### config.mk
export PLATFORM = sky130hd
export DESIGN_NAME = evt_irq_ctrl
export DESIGN_NICKNAME = d
export VERILOG_FILES = /design/src/rtl/evt_irq_pkg.sv /design/src/rtl/evt_flag_bank.sv /design/src/rtl/evt_reg_file.sv /design/src/rtl/evt_pin_mux.sv /design/src/rtl/evt_irq_ctrl.sv
export SDC_FILE = /design/constraint.sdc
export NUM_CORES = 1
export LEC_CHECK = 0
export BUFFER_PORTS_ARGS = -buffer_cell sky130_fd_sc_hd__buf_2
export CORE_ASPECT_RATIO = 0.6
export CORE_UTILIZATION = 35
export CTS_CLUSTER_SIZE = 28
export DETAILED_ROUTE_END_ITERATION = 8
export GPL_TIMING_DRIVEN = 0
export SKIP_LAST_GASP = 1
export SYNTH_ARGS = -nofsm -noshare
export SYNTH_HDL_FRONTEND = slang
export SYNTH_SLANG_ARGS = --single-unit
### constraint.sdc
create_clock -name clk -period 1.3 [get_ports clk]
set_input_delay 0 -clock clk [delete_from_list [all_inputs] [get_ports clk]]
set_output_delay 0 -clock clk [all_outputs]
set_load 0.05 [all_outputs]
### src/rtl/evt_irq_pkg.sv
package evt_irq_pkg;

    // Register addresses (decoded by the register file)
    localparam int ADR_ENABLE = 0;
    localparam int ADR_FLAGS  = 1;
    localparam int ADR_CTRL   = 2;
    localparam int ADR_PINSEL = 3;
    localparam int ADR_GENOUT = 4;

    // Bit of the control register that clears all flags
    localparam int CTRL_CLR_BIT = 0;

    // Pin source codes
    typedef enum logic [1:0] {
        SRC_GENERIC = 2'd0,
        SRC_IRQ     = 2'd1,
        SRC_SIG_A   = 2'd2,
        SRC_SIG_B   = 2'd3
    } pin_src_e;

endpackage

### src/rtl/evt_flag_bank.sv
module evt_flag_bank #(
    parameter int NUM_EVT = 6
) (
    input  logic               clk,
    input  logic               rst_n,
    input  logic [NUM_EVT-1:0] evt_i,
    input  logic               clr_i,
    output logic [NUM_EVT-1:0] flags_o
);

    typedef struct packed {
        logic [NUM_EVT-1:0] prev;
        logic [NUM_EVT-1:0] flags;
    } bank_t;

    bank_t              st_d, st_q;
    logic [NUM_EVT-1:0] rise;

    // Per-event edge detect against the previous sampled level
    for (genvar k = 0; k < NUM_EVT; k++) begin : g_edge
        assign rise[k] = evt_i[k] & ~st_q.prev[k];
    end

    always_comb begin
        st_d      = st_q;
        st_d.prev = evt_i;
        if (clr_i) begin
            st_d.flags = rise;               // new edges survive a clear
        end else begin
            st_d.flags = st_q.flags | rise;  // sticky
        end
    end

    always_ff @(posedge clk or negedge rst_n) begin
        if (!rst_n) begin
            st_q.prev  <= '1;                // a level held across reset is not an edge
            st_q.flags <= '0;
        end else begin
            st_q <= st_d;
        end
    end

    assign flags_o = st_q.flags;

    p_rise_sets_r2: assert property (@(posedge clk) disable iff (!rst_n)
        (rise != '0) |=> ((st_q.flags & $past(rise)) == $past(rise)));

    p_sticky_r3: assert property (@(posedge clk) disable iff (!rst_n)
        !clr_i |=> ((st_q.flags & $past(st_q.flags)) == $past(st_q.flags)));

    p_clear_r5: assert property (@(posedge clk) disable iff (!rst_n)
        clr_i |=> ((st_q.flags & ~$past(rise)) == '0));

    p_clear_race_r6: assert property (@(posedge clk) disable iff (!rst_n)
        (clr_i && (rise != '0)) |=> (st_q.flags != '0));

endmodule

### src/rtl/evt_reg_file.sv
module evt_reg_file
    import evt_irq_pkg::*;
#(
    parameter int NUM_EVT = 6,
    parameter int NUM_PIN = 2,
    parameter int DATA_W  = 8,
    parameter int ADDR_W  = 3
) (
    input  logic                 clk,
    input  logic                 rst_n,
    input  logic                 wr_en_i,
    input  logic [ADDR_W-1:0]    wr_addr_i,
    input  logic [DATA_W-1:0]    wr_data_i,
    input  logic [ADDR_W-1:0]    rd_addr_i,
    output logic [DATA_W-1:0]    rd_data_o,
    input  logic [NUM_EVT-1:0]   flags_i,
    output logic [NUM_EVT-1:0]   enable_o,
    output logic                 clr_o,
    output logic [2*NUM_PIN-1:0] pin_sel_o,
    output logic [NUM_PIN-1:0]   pin_inv_o,
    output logic [NUM_PIN-1:0]   gen_out_o
);

    localparam int SEL_W   = 2 * NUM_PIN;
    localparam int PSEL_W  = SEL_W + NUM_PIN;   // selects then inversions

    typedef struct packed {
        logic [NUM_EVT-1:0] enable;
        logic [SEL_W-1:0]   sel;
        logic [NUM_PIN-1:0] inv;
        logic [NUM_PIN-1:0] gen;
    } regs_t;

    regs_t st_d, st_q;

    logic wr_enable, wr_ctrl, wr_psel, wr_gen;

    always_comb begin
        wr_enable = wr_en_i && (wr_addr_i == ADDR_W'(ADR_ENABLE));
        wr_ctrl   = wr_en_i && (wr_addr_i == ADDR_W'(ADR_CTRL));
        wr_psel   = wr_en_i && (wr_addr_i == ADDR_W'(ADR_PINSEL));
        wr_gen    = wr_en_i && (wr_addr_i == ADDR_W'(ADR_GENOUT));
    end

    always_comb begin
        st_d = st_q;
        if (wr_enable) st_d.enable = wr_data_i[NUM_EVT-1:0];
        if (wr_psel) begin
            st_d.sel = wr_data_i[SEL_W-1:0];
            st_d.inv = wr_data_i[PSEL_W-1:SEL_W];
        end
        if (wr_gen) st_d.gen = wr_data_i[NUM_PIN-1:0];
    end

    always_ff @(posedge clk or negedge rst_n) begin
        if (!rst_n) st_q <= '0;
        else        st_q <= st_d;
    end

    // Self-resetting clear: a strobe, never stored
    assign clr_o = wr_ctrl && wr_data_i[CTRL_CLR_BIT];

    always_comb begin
        rd_data_o = '0;
        case (rd_addr_i)
            ADDR_W'(ADR_ENABLE): rd_data_o[NUM_EVT-1:0] = st_q.enable;
            ADDR_W'(ADR_FLAGS):  rd_data_o[NUM_EVT-1:0] = flags_i;
            ADDR_W'(ADR_PINSEL): rd_data_o[PSEL_W-1:0]  = {st_q.inv, st_q.sel};
            ADDR_W'(ADR_GENOUT): rd_data_o[NUM_PIN-1:0] = st_q.gen;
            default:             rd_data_o = '0;
        endcase
    end

    assign enable_o  = st_q.enable;
    assign pin_sel_o = st_q.sel;
    assign pin_inv_o = st_q.inv;
    assign gen_out_o = st_q.gen;

    wire unused_wdata = ^wr_data_i;

    p_ctrl_reads_zero_r5: assert property (@(posedge clk) disable iff (!rst_n)
        (rd_addr_i == ADDR_W'(ADR_CTRL)) |-> (rd_data_o == '0));

    p_enable_hold_r10: assert property (@(posedge clk) disable iff (!rst_n)
        !wr_enable |=> $stable(enable_o));

endmodule

### src/rtl/evt_pin_mux.sv
module evt_pin_mux
    import evt_irq_pkg::*;
#(
    parameter int NUM_PIN = 2
) (
    input  logic                 clk,
    input  logic                 rst_n,
    input  logic [2*NUM_PIN-1:0] sel_i,
    input  logic [NUM_PIN-1:0]   inv_i,
    input  logic [NUM_PIN-1:0]   gen_i,
    input  logic                 irq_i,
    input  logic                 sig_a_i,
    input  logic                 sig_b_i,
    output logic [NUM_PIN-1:0]   pin_o
);

    typedef struct packed {
        logic [NUM_PIN-1:0] pin;
    } mux_t;

    mux_t               st_d, st_q;
    logic [NUM_PIN-1:0] routed;

    function automatic logic pick(input logic [1:0] code, input logic gen,
                                  input logic irq, input logic a, input logic b);
        case (pin_src_e'(code))
            SRC_GENERIC: pick = gen;
            SRC_IRQ:     pick = irq;
            SRC_SIG_A:   pick = a;
            default:     pick = b;
        endcase
    endfunction

    for (genvar p = 0; p < NUM_PIN; p++) begin : g_pin
        assign routed[p] = pick(sel_i[2*p +: 2], gen_i[p], irq_i, sig_a_i, sig_b_i)
                           ^ inv_i[p];

        p_generic_route_r8: assert property (@(posedge clk) disable iff (!rst_n)
            (sel_i[2*p +: 2] == 2'd0 && !inv_i[p]) |=> (pin_o[p] == $past(gen_i[p])));

        p_irq_polarity_r9: assert property (@(posedge clk) disable iff (!rst_n)
            (sel_i[2*p +: 2] == 2'd1 && inv_i[p]) |=> (pin_o[p] == !$past(irq_i)));
    end

    always_comb begin
        st_d     = st_q;
        st_d.pin = routed;
    end

    always_ff @(posedge clk or negedge rst_n) begin
        if (!rst_n) st_q <= '0;
        else        st_q <= st_d;
    end

    assign pin_o = st_q.pin;

endmodule

### src/rtl/evt_irq_ctrl.sv
module evt_irq_ctrl #(
    parameter int NUM_EVT = 6,
    parameter int NUM_PIN = 2,
    parameter int DATA_W  = 8,
    parameter int ADDR_W  = 3
) (
    input  logic               clk,
    input  logic               rst_n,
    input  logic [NUM_EVT-1:0] evt_i,
    input  logic               sig_a_i,
    input  logic               sig_b_i,
    input  logic               wr_en_i,
    input  logic [ADDR_W-1:0]  wr_addr_i,
    input  logic [DATA_W-1:0]  wr_data_i,
    input  logic [ADDR_W-1:0]  rd_addr_i,
    output logic [DATA_W-1:0]  rd_data_o,
    output logic               irq_o,
    output logic [NUM_PIN-1:0] gpio_o
);

    logic [NUM_EVT-1:0]   flags_w;
    logic [NUM_EVT-1:0]   enable_w;
    logic                 clr_w;
    logic [2*NUM_PIN-1:0] sel_w;
    logic [NUM_PIN-1:0]   inv_w;
    logic [NUM_PIN-1:0]   gen_w;

    evt_flag_bank #(.NUM_EVT(NUM_EVT)) u_flags (
        .clk     (clk),
        .rst_n   (rst_n),
        .evt_i   (evt_i),
        .clr_i   (clr_w),
        .flags_o (flags_w)
    );

    evt_reg_file #(
        .NUM_EVT (NUM_EVT),
        .NUM_PIN (NUM_PIN),
        .DATA_W  (DATA_W),
        .ADDR_W  (ADDR_W)
    ) u_regs (
        .clk       (clk),
        .rst_n     (rst_n),
        .wr_en_i   (wr_en_i),
        .wr_addr_i (wr_addr_i),
        .wr_data_i (wr_data_i),
        .rd_addr_i (rd_addr_i),
        .rd_data_o (rd_data_o),
        .flags_i   (flags_w),
        .enable_o  (enable_w),
        .clr_o     (clr_w),
        .pin_sel_o (sel_w),
        .pin_inv_o (inv_w),
        .gen_out_o (gen_w)
    );

    // Interrupt: any flag that is also enabled
    always_comb begin
        irq_o = |(flags_w & enable_w);
    end

    evt_pin_mux #(.NUM_PIN(NUM_PIN)) u_pins (
        .clk     (clk),
        .rst_n   (rst_n),
        .sel_i   (sel_w),
        .inv_i   (inv_w),
        .gen_i   (gen_w),
        .irq_i   (irq_o),
        .sig_a_i (sig_a_i),
        .sig_b_i (sig_b_i),
        .pin_o   (gpio_o)
    );

    p_masked_quiet_r4: assert property (@(posedge clk) disable iff (!rst_n)
        (enable_w == '0) |-> !irq_o);

endmodule

==> impl_metrics.yaml, run 1 <==
outcome:
  status: "finished, violations left"
  violations: "setup timing"
pwr:
  ir_worst_vdd_mv: 0.6523
  power.density_nw_per_um2: 1442
  p_leak_nw: 0.8470
  p_total_mw: 2.559
worst_setup_path:
  slowest_stage: "dfrtp_1"
  critPathMaxFanout: 3
  critPathLaunchType: "flop"
  cp-end-kind: "primary output"
  worstSetupPathType: "reg -> out"
  cp.required_ps: 1300
  worstPathArrival_ps: 1350
  crit_chain: "a22oi_1, and3_4, inv_2, buf_6"
  slowest_delay_ps: 410
sta:
  finalSetupViolations: 3
  setup_ws_ps: -50.84
  hold_viol: 0
  finalMaxSlewViolations: 0
  fin_skew_ps: 2.570
  period_minus_slack_ps: 1351
  worstMarginPinSlew_ps: 620.0
  rsz0062_at_grt: "true"
  holdWs_ps: 17.05
  finalCritPeriodShare_pct: 103.9
  fmax_mhz: 740.3
  slew_headroom_pct: 58.67
  fin_setup_tns_ps: -100.6
global_routing:
  grt_pass1_vias: 987
  gr-total-overflow: 0
  grt_usage_pct: 15.54
  grt_pass1_wl_um: 4567
  grt_max_degree: 29
  antenna_found_initial: 0
floorplan:
  num_rows: 16
  die_h_um: 49.30
  die-area_um2: 3985
  fp.dieW_um: 80.83
  floorplan.initialDensity_pct: 38.35
  core_um2: 3403
  io_pins: 36
route:
  routed_wl_um: 2740
  via_count: 1011
  drt-initial-drc-count: 47
  ant_nets: 0
  drcViolationCount: 0
  viasPerCell: 4.791
  firstDrtPassIters: 4
  wl_per_cell_um: 12.99
clock_tree:
  cts_tree: "done"
  cts.clk_slew.worst_paths_ps: 90
  htree_levels: 1
  clk_path_buf_depth: 2
  cts_buffers: 3
  cts.sinks: 28
  cts_root_buffer: "clkbuf_8"
  clk_latency_ps: 270
final_layout:
  nets: 192
  area.growth.synth_to_final_pct: 35.95
  final_cell_mix: "buf_2, dfrtp_1, mux2_2"
  stdcell_count: 211
  filler_cell_count: 306
  postLayoutCoreUtil_pct: 52.13
  antennaDiodeCount: 0
  drive_gt1_share_pct: 40.96
  final_common_cell: "buf_2"
yosys:
  ys_ff_latch: 28
  syn_avg_cell_area_um2: 11.15
  syn_inst: 117
  synth_cell_types: 22
  synth_area_um2: 1305
  seq_area_frac_synth_pct: 54.27
  yosys_warnings: 0
hold_path:
  hold_class: "in -> reg"
placed_design:
  dp_hpwl_um: 2036
  gp_congestion: 0.8006
  portBuffers: 29
  placedCellCount: 192
job:
  max_cap_violations: 0
## synth_stat cells (all sizes together)
cell type,n,area (um^2)
conb,1,3.750
clkbuf,1,3.750
mux2,16,180.2
nor4b,1,23.77
nand3b,1,7.510
xor2,2,17.52
a22oi,3,22.52
o22a,2,17.52
nor2,9,33.78
a31oi,6,37.54
dfstp,6,157.7
mux2i,6,60.06
inv,10,37.54
and3b,1,10.01
and3,1,6.260
o21ai,8,40.04
buf,4,25.02
o22ai,2,12.51
dfrtp,22,550.5
nand2,14,52.55
nor3,1,5.000
## report_power, final
part	internal, mW	total (mW)	switching, mW
registers	1.03	1.13	0.109
clock network	0.412	0.681	0.268
logic	0.324	0.744	0.420
total	1.76	2.56	0.797
## stage by stage
stage	setup slack (ps)	instance area (um^2)
floorplan	-2.183	1309
global placement	90.75	1510
detailed placement	54.88	1510
CTS	-28.94	1752
global route	-123.9	1774
finish	-50.84	1774
## area by class of cell
class,count,area (um^2),share of cell area [%]
multi-input cells,75,543.0,30.61
inverters,10,37.54,2.116
repair buffers,44,329.1,18.55
clock buffers,3,41.29,2.327
flip-flops and latches,28,708.2,39.92
well taps,45,56.30,3.173
plain buffers,5,28.78,1.622
clock inverters,1,30.03,1.693
## routing by layer
metal / track usage [%] / part of all wire, % / vias up
li1: - / - / 499
met1: 21.46 / 49 / 481
met2: 24.51 / 45 / 29
met3: 4.673 / 5.4 / 2
met4: 2.083 / 0.15 / 0
met5: 0 / 0 / -
## cell families (layout without fill, tap and decap cells)
logic type | after synthesis | count (layout) | synth area share, %
buffers and inverters | 15 | 63 | 5.081
other | 1 | 2 | 0.2874
AND/OR/NAND/NOR | 28 | 28 | 10.64
flip-flops | 28 | 28 | 54.27
AO/OA/AOI/OAI | 21 | 21 | 9.972
multiplexers | 22 | 22 | 18.41
XOR/XNOR | 2 | 2 | 1.343
## final timing paths
check | end | slack (ps) | cells after the start | from
hold reg to reg | u_flags.flags_o[4] | 520 | 1 | u_flags.st_q[10]
setup reg to reg | u_pins.pin_o[1] | 20 | 4 | u_flags.flags_o[3]
setup / recovery | irq_o | -50 | 4 | u_flags.flags_o[3]
hold / removal | u_regs.gen_out_o[1] | 20 | 2 | wr_data_i[1]
min in group asynchronous | u_regs.pin_sel_o[1] | 260 | 2 | rst_n
max in group asynchronous | u_regs.enable_o[1] | 630 | 2 | rst_n
## sequential cells by signal, summed over array words and instances (netlist names)
signal,count
u_regs.enable_o,6
u_flags.flags_o,6
u_flags.st_q,6
u_regs.pin_sel_o,4
u_regs.pin_inv_o,2
u_pins.pin_o,2
u_regs.gen_out_o,2
## worst max-delay path: cells and delay by family (launching register included)
family | cells | cell delay, ps
buffers and inverters | 2 | 180
and+or+nand+nor | 1 | 250
AOI/OAI and AO/OA | 1 | 240
DFF | 1 | 410
## what timing repair did
item                                    in CTS  in global routing
endpoints found under the setup margin       7                  9
gates cloned                                 0                  0
setup buffers                                3                  1
hold endpoints to repair                    42                  0
gates resized for setup                     13                  4
hold buffers                                11                  0
pin swaps                                    4                  6
No activity file was read; power rests on OpenSTA's default activity.
==> run 2, diff against run 1 <==
--- a/config.mk
+++ b/config.mk
@@ -8,6 +8,7 @@
 export BUFFER_PORTS_ARGS = -buffer_cell sky130_fd_sc_hd__buf_2
 export CORE_ASPECT_RATIO = 0.6
 export CORE_UTILIZATION = 35
+export CTS_BUF_LIST = sky130_fd_sc_hd__clkbuf_8 sky130_fd_sc_hd__clkbuf_16
 export CTS_CLUSTER_SIZE = 28
 export DETAILED_ROUTE_END_ITERATION = 8
 export GPL_TIMING_DRIVEN = 0
==> constraint.sdc (replaced) <==
create_clock -name clk -period 1.3 [get_ports clk]
set_input_delay 0.13 -clock clk [delete_from_list [all_inputs] [get_ports clk]]
set_output_delay 0.13 -clock clk [all_outputs]
set_load 0.05 [all_outputs]
==> run 2 against run 1 <==
Compared with the run above: the run still ends with setup timing left; clock skew increased by 2.2 ps; clock-buffer cell count unchanged; via count fell by 1.7%; largest cell class unchanged; cell area decreased by 1.2%; fmax decreased by 7.0%; first-iteration DRC count down 11%; critical path depth unchanged; sequential share of layout area grew 0.48 points; utilization fell by 0.62 points.
==> impl_metrics.yaml, run 2 (synthesis gave the netlist of run 1 again) <==
sta:
  finalSetupViolations: 9
  hold_viol: 0
  fin_skew_ps: 4.790
  fmax_mhz: 688.6
  fin_setup_tns_ps: -847.7
  period_minus_slack_ps: 1452
  rsz0062_at_grt: "true"
  setup_ws_ps: -152.2
  finalCritPeriodShare_pct: 111.7
  slew_headroom_pct: 58.43
  worstMarginPinSlew_ps: 623.5
  finalMaxSlewViolations: 0
clock_tree:
  clk_path_buf_depth: 2
  cts.clk_slew.worst_paths_ps: 100
  cts_buffers: 3
  htree_levels: 1
  cts_tree: "done"
  clk_latency_ps: 280
  cts_root_buffer: "clkbuf_8"
  cts.sinks: 28
hold_path:
  whs_path_depth: 2
  hold_class: "in -> reg"
floorplan:
  die_h_um: 49.30
  core_um2: 3403
  num_rows: 16
  io_pins: 36
  floorplan.initialDensity_pct: 38.35
  die-area_um2: 3985
  fp.dieW_um: 80.83
pwr:
  p_total_mw: 2.574
  ir_worst_vdd_mv: 0.6967
  power.density_nw_per_um2: 1468
  p_leak_nw: 0.8330
final_layout:
  drive_gt1_share_pct: 45.68
  final_common_cell: "buf_2"
  antennaDiodeCount: 0
  postLayoutCoreUtil_pct: 51.51
  area.growth.synth_to_final_pct: 34.32
  final_cell_mix: "buf_2, dfrtp_1, mux2_2"
  final_area_um2: 1753
  nets: 188
worst_setup_path:
  cp.depth: 4
  worstSetupPathType: "reg -> out"
  critPathMaxFanout: 3
  slowest_delay_ps: 410
  critPathLaunchType: "flop"
  reg2reg_depth: 5
  cp.required_ps: 1170
  crit_chain: "a22oi_1, and3_4, inv_2, buf_6"
  critPathBufInv: 2
  path_delay_family: "flip-flops"
  slowest_stage: "dfrtp_1"
  cp-end-kind: "primary output"
  worstPathArrival_ps: 1320
global_routing:
  antenna_found_initial: 0
  grt_max_degree: 29
  grt_usage_pct: 15.49
  gr-total-overflow: 0
  grt_pass1_wl_um: 4540
  grt_pass1_vias: 949
outcome:
  status: "finished, violations left"
  violations: "setup timing"
route:
  firstDrtPassIters: 4
  drcViolationCount: 0
  drt-initial-drc-count: 42
  ant_nets: 0
  routed_wl_um: 2726
  wl_per_cell_um: 13.17
  via_count: 994
  viasPerCell: 4.802
job:
  max_cap_violations: 0
placed_design:
  portBuffers: 29
  pre_cts_ws_ps: -40.34
  postPlaceCellArea_um2: 1524
  dp_hpwl_um: 1991
  gp_congestion: 0.7770
run 2: layout make-up:
type | count | area (um^2)
Tap cell | 45 | 56.30
Clock inverter | 1 | 30.03
Clock buffer | 3 | 41.29
Inverter | 10 | 37.54
Timing Repair Buffer | 40 | 289.0
Sequential cell | 28 | 708.2
Multi-Input combinational cell | 75 | 561.8
Buffer | 5 | 28.78
Fill cell | 323 | 1650
run 2: per-stage QoR:
stage,hold slack [ps],std cells
final,93.06,207
after global routing,84.37,207
after CTS,89.16,207
after detailed placement,183.8,192
after global placement,171.3,192
after floorplan,-165.6,118
run 2: repair_timing:
| action | in CTS | in global routing |
|---|---|---|
| pin swaps | 4 | 2 |
| hold buffers | 7 | 0 |
| setup buffers | 4 | 0 |
| endpoints found under the setup margin | 7 | 9 |
| gates resized for setup | 17 | 1 |
| hold endpoints to repair | 28 | 0 |
run 2: final timing paths:
path	end	slack [ps]	from
min in group asynchronous	u_regs.gen_out_o[0]	400	rst_n
min	u_regs.pin_inv_o[0]	90	wr_data_i[4]
max reg2reg	u_pins.pin_o[1]	-20	u_regs.enable_o[0]
max in group asynchronous	u_flags.flags_o[4]	490	rst_n
max	irq_o	-150	u_regs.enable_o[0]
min reg2reg	u_pins.pin_o[1]	500	u_regs.pin_inv_o[1]
run 2: report_power, final:
group | switching (mW) | internal [mW]
Clock | 0.281 | 0.413
Combinational | 0.421 | 0.323
Sequential | 0.111 | 1.03
run 2: metal layers:
| metal | GRT usage, % | wire [um] |
|---|---|---|
| met1 | 21.41 | 1333 |
| met2 | 24.23 | 1259 |
| met3 | 5.047 | 120 |
| met4 | 1.786 | 12 |
| met5 | 0 | 0 |
